===== src/rtl/idx_intc_pkg.sv =====
package idx_intc_pkg;
   localparam int unsigned BUS_W    = 32;
   localparam int unsigned ADDR_W   = 12;
   localparam int unsigned IDX_W    = 10;
   localparam int unsigned PRIV_SRC = 32;
   localparam int unsigned PRIV_W   = 5;
   localparam int unsigned THR_W    = 4;
   localparam int unsigned MAX_CPU  = 4;
   localparam int unsigned MAX_SRC  = 960;
   localparam int unsigned CSEL_W   = ADDR_W - 8;

   localparam logic [IDX_W-1:0] NO_IRQ = 10'h3ff;

   // global window
   localparam logic [ADDR_W-1:0] G_CTRL      = 12'h000;
   localparam logic [ADDR_W-1:0] G_SET_EN    = 12'h030;
   localparam logic [ADDR_W-1:0] G_CLR_EN    = 12'h034;
   localparam logic [ADDR_W-1:0] G_WORD_BASE = 12'h100;

   // processor window, low byte of the address
   localparam logic [7:0] C_PEND   = 8'h10;
   localparam logic [7:0] C_THR    = 8'h40;
   localparam logic [7:0] C_ACK    = 8'h44;
   localparam logic [7:0] C_MASK   = 8'h48;
   localparam logic [7:0] C_UNMASK = 8'h4c;

   typedef struct packed {
      logic             mask_wr;
      logic             unmask_wr;
      logic             thr_wr;
      logic [IDX_W-1:0] idx;
      logic [THR_W-1:0] thr;
   } cpu_cmd_t;
endpackage


===== src/rtl/idx_intc_lowest.sv =====
module idx_intc_lowest #(
   parameter  int unsigned N = 64,
   localparam int unsigned W = $clog2(N)
)(
   input  logic [N-1:0] vec,
   output logic         hit,
   output logic [W-1:0] pos
);
   always_comb begin
      hit = |vec;
      pos = '0;
      for (int i = int'(N) - 1; i >= 0; i--) begin
         if (vec[i]) pos = W'(i);
      end
   end
endmodule


===== src/rtl/idx_intc_route_bank.sv =====
module idx_intc_route_bank
   import idx_intc_pkg::*;
#(
   parameter  int unsigned NUM_SRC = 64,
   parameter  int unsigned NUM_CPU = 4,
   localparam int unsigned SRC_W   = $clog2(NUM_SRC)
)(
   input  logic                              clk,
   input  logic                              rst_n,
   input  logic                              set_en,
   input  logic                              clr_en,
   input  logic [IDX_W-1:0]                  en_idx,
   input  logic                              word_wr,
   input  logic [SRC_W-1:0]                  word_idx,
   input  logic [NUM_CPU-1:0]                word_data,
   output logic [NUM_SRC-1:0]                en_o,
   output logic [NUM_SRC-1:0][NUM_CPU-1:0]   route_o
);
   for (genvar s = 0; s < NUM_SRC; s++) begin : g_src
      logic [NUM_CPU-1:0] route_q;
      always_ff @(posedge clk or negedge rst_n) begin
         if (!rst_n)                                   route_q <= '0;
         else if (word_wr && word_idx == SRC_W'(s))    route_q <= word_data;
      end
      assign route_o[s] = route_q;

      if (s < PRIV_SRC) begin : g_priv
         assign en_o[s] = 1'b0;
      end else begin : g_shared
         logic en_q;
         always_ff @(posedge clk or negedge rst_n) begin
            if (!rst_n)                                  en_q <= 1'b0;
            else if (set_en && en_idx == IDX_W'(s))      en_q <= 1'b1;
            else if (clr_en && en_idx == IDX_W'(s))      en_q <= 1'b0;
         end
         assign en_o[s] = en_q;
      end
   end
endmodule


===== src/rtl/idx_intc_cpu_port.sv =====
module idx_intc_cpu_port
   import idx_intc_pkg::*;
#(
   parameter  int unsigned NUM_SRC = 64,
   localparam int unsigned SRC_W   = $clog2(NUM_SRC)
)(
   input  logic               clk,
   input  logic               rst_n,
   input  cpu_cmd_t           cmd,
   input  logic               ctrl_en,
   input  logic [NUM_SRC-1:0] pend,
   input  logic [NUM_SRC-1:0] en,
   input  logic [NUM_SRC-1:0] route_col,
   output logic               irq_o,
   output logic [IDX_W-1:0]   ack_id_o,
   output logic [THR_W-1:0]   thr_o,
   output logic               thr_zero_o
);
   logic [PRIV_SRC-1:0] mask_q;
   logic [THR_W-1:0]    thr_q;
   logic [NUM_SRC-1:0]  gate;
   logic [NUM_SRC-1:0]  elig;
   logic                hit;
   logic [SRC_W-1:0]    pos;
   logic                open;
   logic                unused_en;

   assign unused_en = ^en[PRIV_SRC-1:0];

   always_ff @(posedge clk or negedge rst_n) begin
      if (!rst_n) begin
         mask_q <= '1;
         thr_q  <= '0;
      end else begin
         if (cmd.mask_wr && cmd.idx < IDX_W'(PRIV_SRC))
            mask_q[cmd.idx[PRIV_W-1:0]] <= 1'b1;
         else if (cmd.unmask_wr && cmd.idx < IDX_W'(PRIV_SRC))
            mask_q[cmd.idx[PRIV_W-1:0]] <= 1'b0;
         if (cmd.thr_wr) thr_q <= cmd.thr;
      end
   end

   for (genvar s = 0; s < NUM_SRC; s++) begin : g_gate
      if (s < PRIV_SRC) begin : g_priv
         assign gate[s] = ~mask_q[s];
      end else begin : g_shared
         assign gate[s] = en[s];
      end
   end

   assign elig = pend & gate & route_col & {NUM_SRC{ctrl_en}};
   assign open = (thr_q == '0);

   idx_intc_lowest #(.N(NUM_SRC)) u_low (
      .vec (elig),
      .hit (hit),
      .pos (pos)
   );

   assign ack_id_o   = (hit && open) ? IDX_W'(pos) : NO_IRQ;
   assign thr_o      = thr_q;
   assign thr_zero_o = open;

   always_ff @(posedge clk or negedge rst_n) begin
      if (!rst_n) irq_o <= 1'b0;
      else        irq_o <= hit && open;
   end
endmodule


===== src/rtl/idx_intc.sv =====
module idx_intc
   import idx_intc_pkg::*;
#(
   parameter int unsigned NUM_CPU = 4,
   parameter int unsigned NUM_SRC = 64
)(
   input  logic                        clk,
   input  logic                        rst_n,
   input  logic                        bus_sel,
   input  logic                        bus_wr,
   input  logic                        bus_cpu_win,
   input  logic [ADDR_W-1:0]           bus_addr,
   input  logic [BUS_W-1:0]            bus_wdata,
   output logic [BUS_W-1:0]            bus_rdata,
   input  logic [NUM_SRC-PRIV_SRC-1:0] src_shared_i,
   input  logic [NUM_CPU*PRIV_SRC-1:0] src_priv_i,
   output logic [NUM_CPU-1:0]          irq_o
);
   localparam int unsigned SRC_W    = $clog2(NUM_SRC);
   localparam int unsigned WORD_END = 32'h100 + 4 * NUM_SRC;

   if (NUM_CPU < 1 || NUM_CPU > MAX_CPU) begin : g_bad_cpu
      $error("idx_intc: NUM_CPU must be 1..4");
   end
   if (NUM_SRC <= PRIV_SRC || NUM_SRC > MAX_SRC) begin : g_bad_src
      $error("idx_intc: NUM_SRC must be 33..960");
   end

   logic                              wr_acc, rd_acc, g_wr;
   logic [IDX_W-1:0]                  wr_idx;
   logic                              word_hit;
   logic [SRC_W-1:0]                  word_idx;
   logic [CSEL_W-1:0]                 cpu_sel;
   logic [7:0]                        cpu_off;
   logic                              ctrl_en_q;
   logic [NUM_SRC-1:0]                en_vec;
   logic [NUM_SRC-1:0][NUM_CPU-1:0]   route;
   logic [NUM_CPU-1:0][IDX_W-1:0]     ack_ids;
   logic [NUM_CPU-1:0][THR_W-1:0]     thr_vals;
   logic [NUM_CPU-1:0]                thr_zero;
   logic [BUS_W-1:0]                  rd_next;
   logic                              unused_wdata;

   assign unused_wdata = ^bus_wdata[BUS_W-1:IDX_W];

   assign wr_acc   = bus_sel & bus_wr;
   assign rd_acc   = bus_sel & ~bus_wr;
   assign g_wr     = wr_acc & ~bus_cpu_win;
   assign wr_idx   = bus_wdata[IDX_W-1:0];
   assign word_hit = (bus_addr >= G_WORD_BASE) && (32'(bus_addr) < WORD_END)
                     && (bus_addr[1:0] == 2'b00);
   assign word_idx = SRC_W'((bus_addr - G_WORD_BASE) >> 2);
   assign cpu_sel  = bus_addr[ADDR_W-1:8];
   assign cpu_off  = bus_addr[7:0];

   always_ff @(posedge clk or negedge rst_n) begin
      if (!rst_n)                         ctrl_en_q <= 1'b0;
      else if (g_wr && bus_addr == G_CTRL) ctrl_en_q <= bus_wdata[0];
   end

   idx_intc_route_bank #(.NUM_SRC(NUM_SRC), .NUM_CPU(NUM_CPU)) u_bank (
      .clk       (clk),
      .rst_n     (rst_n),
      .set_en    (g_wr && bus_addr == G_SET_EN),
      .clr_en    (g_wr && bus_addr == G_CLR_EN),
      .en_idx    (wr_idx),
      .word_wr   (g_wr && word_hit),
      .word_idx  (word_idx),
      .word_data (bus_wdata[NUM_CPU-1:0]),
      .en_o      (en_vec),
      .route_o   (route)
   );

   for (genvar c = 0; c < NUM_CPU; c++) begin : g_cpu
      cpu_cmd_t           cmd;
      logic               hit;
      logic [NUM_SRC-1:0] col;
      logic [NUM_SRC-1:0] pend;

      always_comb begin
         hit           = wr_acc && bus_cpu_win && (cpu_sel == CSEL_W'(c));
         cmd.mask_wr   = hit && (cpu_off == C_MASK);
         cmd.unmask_wr = hit && (cpu_off == C_UNMASK);
         cmd.thr_wr    = hit && (cpu_off == C_THR);
         cmd.idx       = wr_idx;
         cmd.thr       = bus_wdata[THR_W-1:0];
      end

      always_comb begin
         for (int s = 0; s < int'(NUM_SRC); s++) col[s] = route[s][c];
      end

      assign pend = {src_shared_i, src_priv_i[c*PRIV_SRC +: PRIV_SRC]};

      idx_intc_cpu_port #(.NUM_SRC(NUM_SRC)) u_port (
         .clk        (clk),
         .rst_n      (rst_n),
         .cmd        (cmd),
         .ctrl_en    (ctrl_en_q),
         .pend       (pend),
         .en         (en_vec),
         .route_col  (col),
         .irq_o      (irq_o[c]),
         .ack_id_o   (ack_ids[c]),
         .thr_o      (thr_vals[c]),
         .thr_zero_o (thr_zero[c])
      );
   end

   always_comb begin
      rd_next = '0;
      if (!bus_cpu_win) begin
         if (bus_addr == G_CTRL) begin
            rd_next[0]    = ctrl_en_q;
            rd_next[11:2] = IDX_W'(NUM_SRC);
         end else if (word_hit) begin
            rd_next[NUM_CPU-1:0] = route[word_idx];
         end
      end else begin
         for (int c = 0; c < int'(NUM_CPU); c++) begin
            if (cpu_sel == CSEL_W'(c)) begin
               case (cpu_off)
                  C_PEND:  rd_next[PRIV_SRC-1:0] = src_priv_i[c*PRIV_SRC +: PRIV_SRC];
                  C_THR:   rd_next[THR_W-1:0]    = thr_vals[c];
                  C_ACK:   rd_next[IDX_W-1:0]    = ack_ids[c];
                  default: rd_next               = '0;
               endcase
            end
         end
      end
   end

   always_ff @(posedge clk or negedge rst_n) begin
      if (!rst_n)      bus_rdata <= '0;
      else if (rd_acc) bus_rdata <= rd_next;
   end
endmodule


===== config.mk =====
export PLATFORM = sky130hd
export DESIGN_NAME = idx_intc
export DESIGN_NICKNAME = d
export VERILOG_FILES = /design/src/rtl/idx_intc_pkg.sv /design/src/rtl/idx_intc_lowest.sv /design/src/rtl/idx_intc_route_bank.sv /design/src/rtl/idx_intc_cpu_port.sv /design/src/rtl/idx_intc.sv
export SDC_FILE = /design/constraint.sdc
export NUM_CORES = 1
export LEC_CHECK = 0
export BUFFER_PORTS_ARGS = -buffer_cell sky130_fd_sc_hd__buf_4
export CORE_ASPECT_RATIO = 0.9
export CORE_MARGIN = 1
export CORE_UTILIZATION = 30
export CTS_BUF_LIST = sky130_fd_sc_hd__clkbuf_8
export DETAILED_ROUTE_END_ITERATION = 7
export SLEW_MARGIN = 20
export SYNTH_ARGS = -nofsm -noshare
export SYNTH_HDL_FRONTEND = slang
export SYNTH_SLANG_ARGS = --single-unit

===== constraint.sdc =====
create_clock -name clk -period 3.55 [get_ports clk]
set_input_delay 0.71 -clock clk [delete_from_list [all_inputs] [get_ports clk]]
set_output_delay 0.71 -clock clk [all_outputs]
set_load 0.01 [all_outputs]

==> results.md, run 1 <==
* Fin cells at 4,319
* DR vias/cell at roughly 6.1
* Worst Tran Pin Value at approximately 980 ps
* Synth area leaders: dfrtp_1, dfstp_2, mux2_2
* CTS buffer count at 85
* Netlist Area Pre-Place at 27,500 sq um
* Layout Nets at ~3,200
* Tot Pwr at 11,900 uW
* DRT iter0 DRCs at roughly 3,900
* PortBufs at about 220
* Gpl congestion at a little over 1
* Crit path max-delay cell type: dfrtp_4
* Post-CTS setup buffers at 0
* Io pins at 245
* Clock Tree Buf Depth at 3
* Share of layout cells above drive strength 1 at 35.3%
* Synth Net Count at 2,881
* Vias in the first global route at 25,200
* Max Freq at about 280 MHz
* Sequential area share after synthesis at 43.2%
* Rel. slew slack at around a third
* Antenna violations before repair at 8
* Die W at around 320 microns
* Yosys reg bits at 469
* # Max-Cap Violations at 0
* RSZ-0062 raised after global routing: false
* Synth warnings at 0
* Pwr dens at 352 nW/um^2
* EDFF count, synth at 0
* Final core occ at 37.4%
* Count leader, synth: dfrtp_1
* Detailed Routing Iterations Pass 1 at 6
* Crit path kind: reg2reg
* CP Data Arrival Time at 4120 ps
* Post-Synthesis Cells at 2,672
* Top cell type's share of synthesized area at between 30% and 40%
* Status: completed
* CP Capture Type: register
* Reg area at around 12,000 sq um
* FILL cells at 9,048
* Global-route total usage across every layer at about 28%
* Area occupied by multi-input gates at 14,700 sq um
* Reg clk slew, reported paths at 70 ps
* Post-route minimum period at approximately 3500 ps
* Clock skew at between 60 and 70 ps
* Avg Cell Area, Syn at about 10 sq um
* Setup WS post-layout at 29.4 ps
* Worst Path Required at around 4200 ps
* DP Wirelength at slightly above 100,000 microns
* Hold Path Class: in2reg
* Total congestion overflow at 0
* Placed cells at 4,154
* TritonCTS clock tree: done
* Synth-to-layout area growth at 22.5%
* Sink Count at between 400 and 500
* Crit path max fanout at 36
* Final setup vio count at 0
* Vias at 26,400
* Final wirelength at between 100,000 and 150,000 microns
* WL/cell at between 30 and 40 microns
* Row count at approximately 100
* Async SR Flop Fraction at 100%
* Critical path cell sequence: buf_12 > buf_12 > nand4_1 > nand4_1 > nor4_2 > nand3_1 > o21a_1 > a2bb2oi_1 > o22ai_1 > o311ai_0 > a31oi_1
* Die area at around 93,000 sq um
* First-pass GRT wire length at 187,000 microns
* Yosys cell types at 85
* Final hold violation count at 0
* Hold slack final at between 300 and 400 ps
* Pins Over Slew Limit at 0
* Largest net degree at the start of global routing at 76
* Post-synth top cells: dfrtp_1, mux2_2, o21ai_0
* Initial Util at 30.5%
* Critical Path Source Type: register
* Root buf cell: clkbuf_8
* Pleak at between 0.015 and 0.02 uW
* Area leader, netlist: dfrtp_1
* Part of the cycle the worst path needs at 99.2%
* Remaining DRCs at 0
* Maximum VDD drop at ~370 uV
* H-tree depth at 3
* Slowest stage delay, CP at roughly 520 ps
* Worst slack, placed at -56.6 ps
* Clk_lat worst skew at 740 ps
* Most used DFF post-synth: dfrtp_1
* Core area at approximately 90,000 sq um
* Antenna Violating Nets Remaining at 0
* Die H at roughly 290 microns
placed cells by master (no fill, tap or decap), drive strengths merged, types with 58 or more instances in the layout:
cell type,instances
dfrtp,341
nand4,213
mux2,275
buf,440
inv,58
o21ai,246
nand2,239
nor2,157
o31ai,117
a21oi,90
clkbuf,106
nand4b,127
mux4,73
dfstp,128
where the power goes:
group / switching [uW] / total, uW / internal [uW]
registers: 13.4 / 5380 / 5360
logic: 625 / 935 / 310
clock network: 2570 / 5570 / 2990
total: 3210 / 11900 / 8670
path summary, 6_finish.rpt:
path                                               end  slack, ps      startpoint  cells past startpoint
min                                      bus_rdata[16]        300  src_priv_i[48]                      3
max                                       bus_rdata[8]         30       ctrl_en_q                     11
max reg2reg                               bus_rdata[8]         30       ctrl_en_q                     11
min reg2reg                              bus_rdata[10]        480   bus_rdata[10]                      2
max in group asynchronous   asynchronous set/reset pin       2030           rst_n                      3
min in group asynchronous  u_bank.g_src[34].route_q[1]        590           rst_n                      2
cells by family after synthesis:
group,synth area share (%)
buffers and inverters,3.34
multiplexers,18.4
AND/OR/NAND/NOR,20.2
AO/OA/AOI/OAI,14.8
flip-flops,43.2
stage by stage:
stage	TNS [ps]	area, sq um
global route	0	33700
global placement	-64.9	31800
finish	0	33700
floorplan	0	27500
CTS	0	33700
detailed placement	-79.4	31800
final cells by class:
class / count / share of cell area [%]
flip-flops and latches: 469 / 35.3
clock inverters: 53 / 1.10
multi-input cells: 1996 / 43.7
well taps: 1219 / 4.53
clock buffers: 105 / 4.29
inverters: 29 / 0.323
repair buffers: 442 / 10.7
diodes: 6 / 0.0446
worst max-delay path: cells and delay by family (launching register included):
kind / cells / cell delay (ps)
and+or+nand+nor: 4 / 1280
DFF: 1 / 520
buffers and inverters: 2 / 370
AOI/OAI and AO/OA: 5 / 1210
timing repair:
| item | in CTS | in global routing |
|---|---|---|
| resized for setup | 1 | 4 |
| endpoints found under the setup margin | 1 | 7 |
| hold buffers | 1 | 0 |
| endpoints found under the hold margin | 3 | 0 |
routing by layer:
layer  GRT usage [%]  share of wire [%]
met1            39.4                 43
met3            7.52                 11
met5               0             0.0098
met2            41.3                 42
met4            9.88                3.9
Note: power is estimated with default switching activity, not from simulation.
==> run 2: changes to the inputs <==
- CORE_MARGIN: 1 -> 4
- PLACE_DENSITY: not set -> 0.47
==> results.md, run 2 (same netlist as run 1, synthesis figures left out) <==
* Status: completed
* Clock Tree Buf Depth at 3
* CP Capture Type: register
* Pins Over Slew Limit at 0
* Global-route total usage across every layer at 29.6%
* Final setup vio count at 0
* Clk_lat worst skew at roughly 760 ps
* Hold slack final at 78.3 ps
* Vias at 27,200
* Post-route minimum period at ~3500 ps
* Hold Path Class: in2async
* Most used cell, CP: buf_4
* Fin cells at roughly 4,500
* DR vias/cell at 6.02
* Remaining DRCs at 0
* Antenna Violating Nets Remaining at 0
* Core area at 91,000 sq um
* Critical path cell sequence: buf_12 > buf_4 > nand4_1 > nand2_1 > a311o_1 > a31oi_2 > buf_4 > o21ai_0 > buf_4 > a31oi_1 > buf_4 > o2111a_1 > o211ai_1 > o21ai_1
* Worst Tran Pin Value at approximately 1100 ps
* Commonest non-fill, non-tap cell in the layout: buf_4
* Die area at slightly below 100,000 sq um
* Die W at around 330 microns
* Worst Path Required at roughly 4200 ps
* Detailed Routing Iterations Pass 1 at 6
* Layout Nets at roughly 3,400
* WL/cell at around 32 microns
* Gpl congestion at ~1.0
* Sink Count at about 470
* Share of layout cells above drive strength 1 at roughly 39%
* Most frequent cells in the layout: buf_4, dfrtp_1, mux2_2, o21ai_0, nand2_1
* Total congestion overflow at 0
* # Max-Cap Violations at 0
* Critical Path Source Type: register
* Crit path max-delay cell type: dfrtp_4
* Placed cells at between 4,000 and 5,000
* Vias in the first global route at between 20,000 and 30,000
* Pleak at ~0.016 uW
* Crit path max fanout at 17
* TritonCTS clock tree: done
* # hold bufs at CTS at 0
* H-tree depth at 3
* First-pass GRT wire length at just over 200,000 microns
* Synth-to-layout area growth at 28.6%
* CP Data Arrival Time at 4160 ps
* RSZ-0062 raised after global routing: true
* Antenna violations before repair at 8
* Rel. slew slack at between 20 and 30%
* Largest net degree at the start of global routing at 100
* Maximum VDD drop at between 200 and 250 uV
* Die H at roughly 300 microns
* Root buf cell: clkbuf_8
* Clock skew at roughly 42 ps
* Crit path kind: reg2reg
* Final hold violation count at 0
* Pwr dens at approximately 350 nW/um^2
* Reg clk slew, reported paths at 60 ps
* Slowest stage delay, CP at about 610 ps
* Row count at roughly 110
* DRT iter0 DRCs at approximately 3,300
* PortBufs at 222
* Initial Util at between 30% and 40%
* CTS buffer count at just under 90
* DP Wirelength at ~110,000 microns
* Io pins at 245
* Max Freq at between 200 and 300 MHz
* Part of the cycle the worst path needs at a little over nine tenths
* Final wirelength at ~150,000 microns
## run 2: what timing repair did
item	4_1_cts	5_1_grt
pin swaps	0	5
endpoints found under the hold margin	0	0
buffers inserted	0	6
resized for setup	5	7
endpoints found under the setup margin	6	6
## run 2: report_power, final
part	internal (uW)	switching [uW]
Sequential	5370	14.3
Combinational	329	650
Clock	3500	2630
Total	9190	3300
## run 2: worst max-delay path: cells and delay by family (launching register included)
family	cells	cell delay, ps
simple gates	2	330
buf+inv	5	940
compound gates	7	1550
flops	1	610
## run 2: path summary, 6_finish.rpt
path	slack, ps	end	depth (start not counted)	start
worst max-delay path	40	bus_rdata[1]	14	ctrl_en_q
worst min-delay path	80	u_bank.g_src[61].g_shared.en_q	1	rst_n
worst max register to register	40	bus_rdata[1]	14	ctrl_en_q
worst min register to register	490	bus_rdata[14]	2	bus_rdata[14]
max in group asynchronous	2370	asynchronous set/reset pin	2	rst_n
min in group clk	310	bus_rdata[13]	3	src_priv_i[45]
## run 2: cell type report
type                    instances  area, sq um
clock buffers                 117         1610
fillers                      9065        55700
clock inverters                48          445
inverters                      29          109
multi-input cells            1996        14800
flip-flops and latches        469        11900
diodes                          3         7.51
well taps                    1230         1540
repair buffers                626         4990
## run 2: metal layers
metal	global-route usage, %	share of wire, %
met4	10.2	3.8
met3	6.83	8.8
met5	0	0.048
met1	41.8	44
met2	44.6	43
## run 2: metrics by stage
step / setup TNS [ps] / cell area [sq um] / power, uW / setup WS (ps) / util (%)
finish: 0 / 35400 / 12500 / 41.2 / 38.9
global route: -9.55 / 35400 / 12900 / -9.55 / 38.9
CTS: 0 / 35300 / 12600 / 7.98 / 38.8
detailed placement: -487 / 33200 / 6440 / -158 / 36.5
global placement: -444 / 33200 / 6430 / -109 / 36.5
floorplan: 0 / 27500 / 5750 / 555 / -
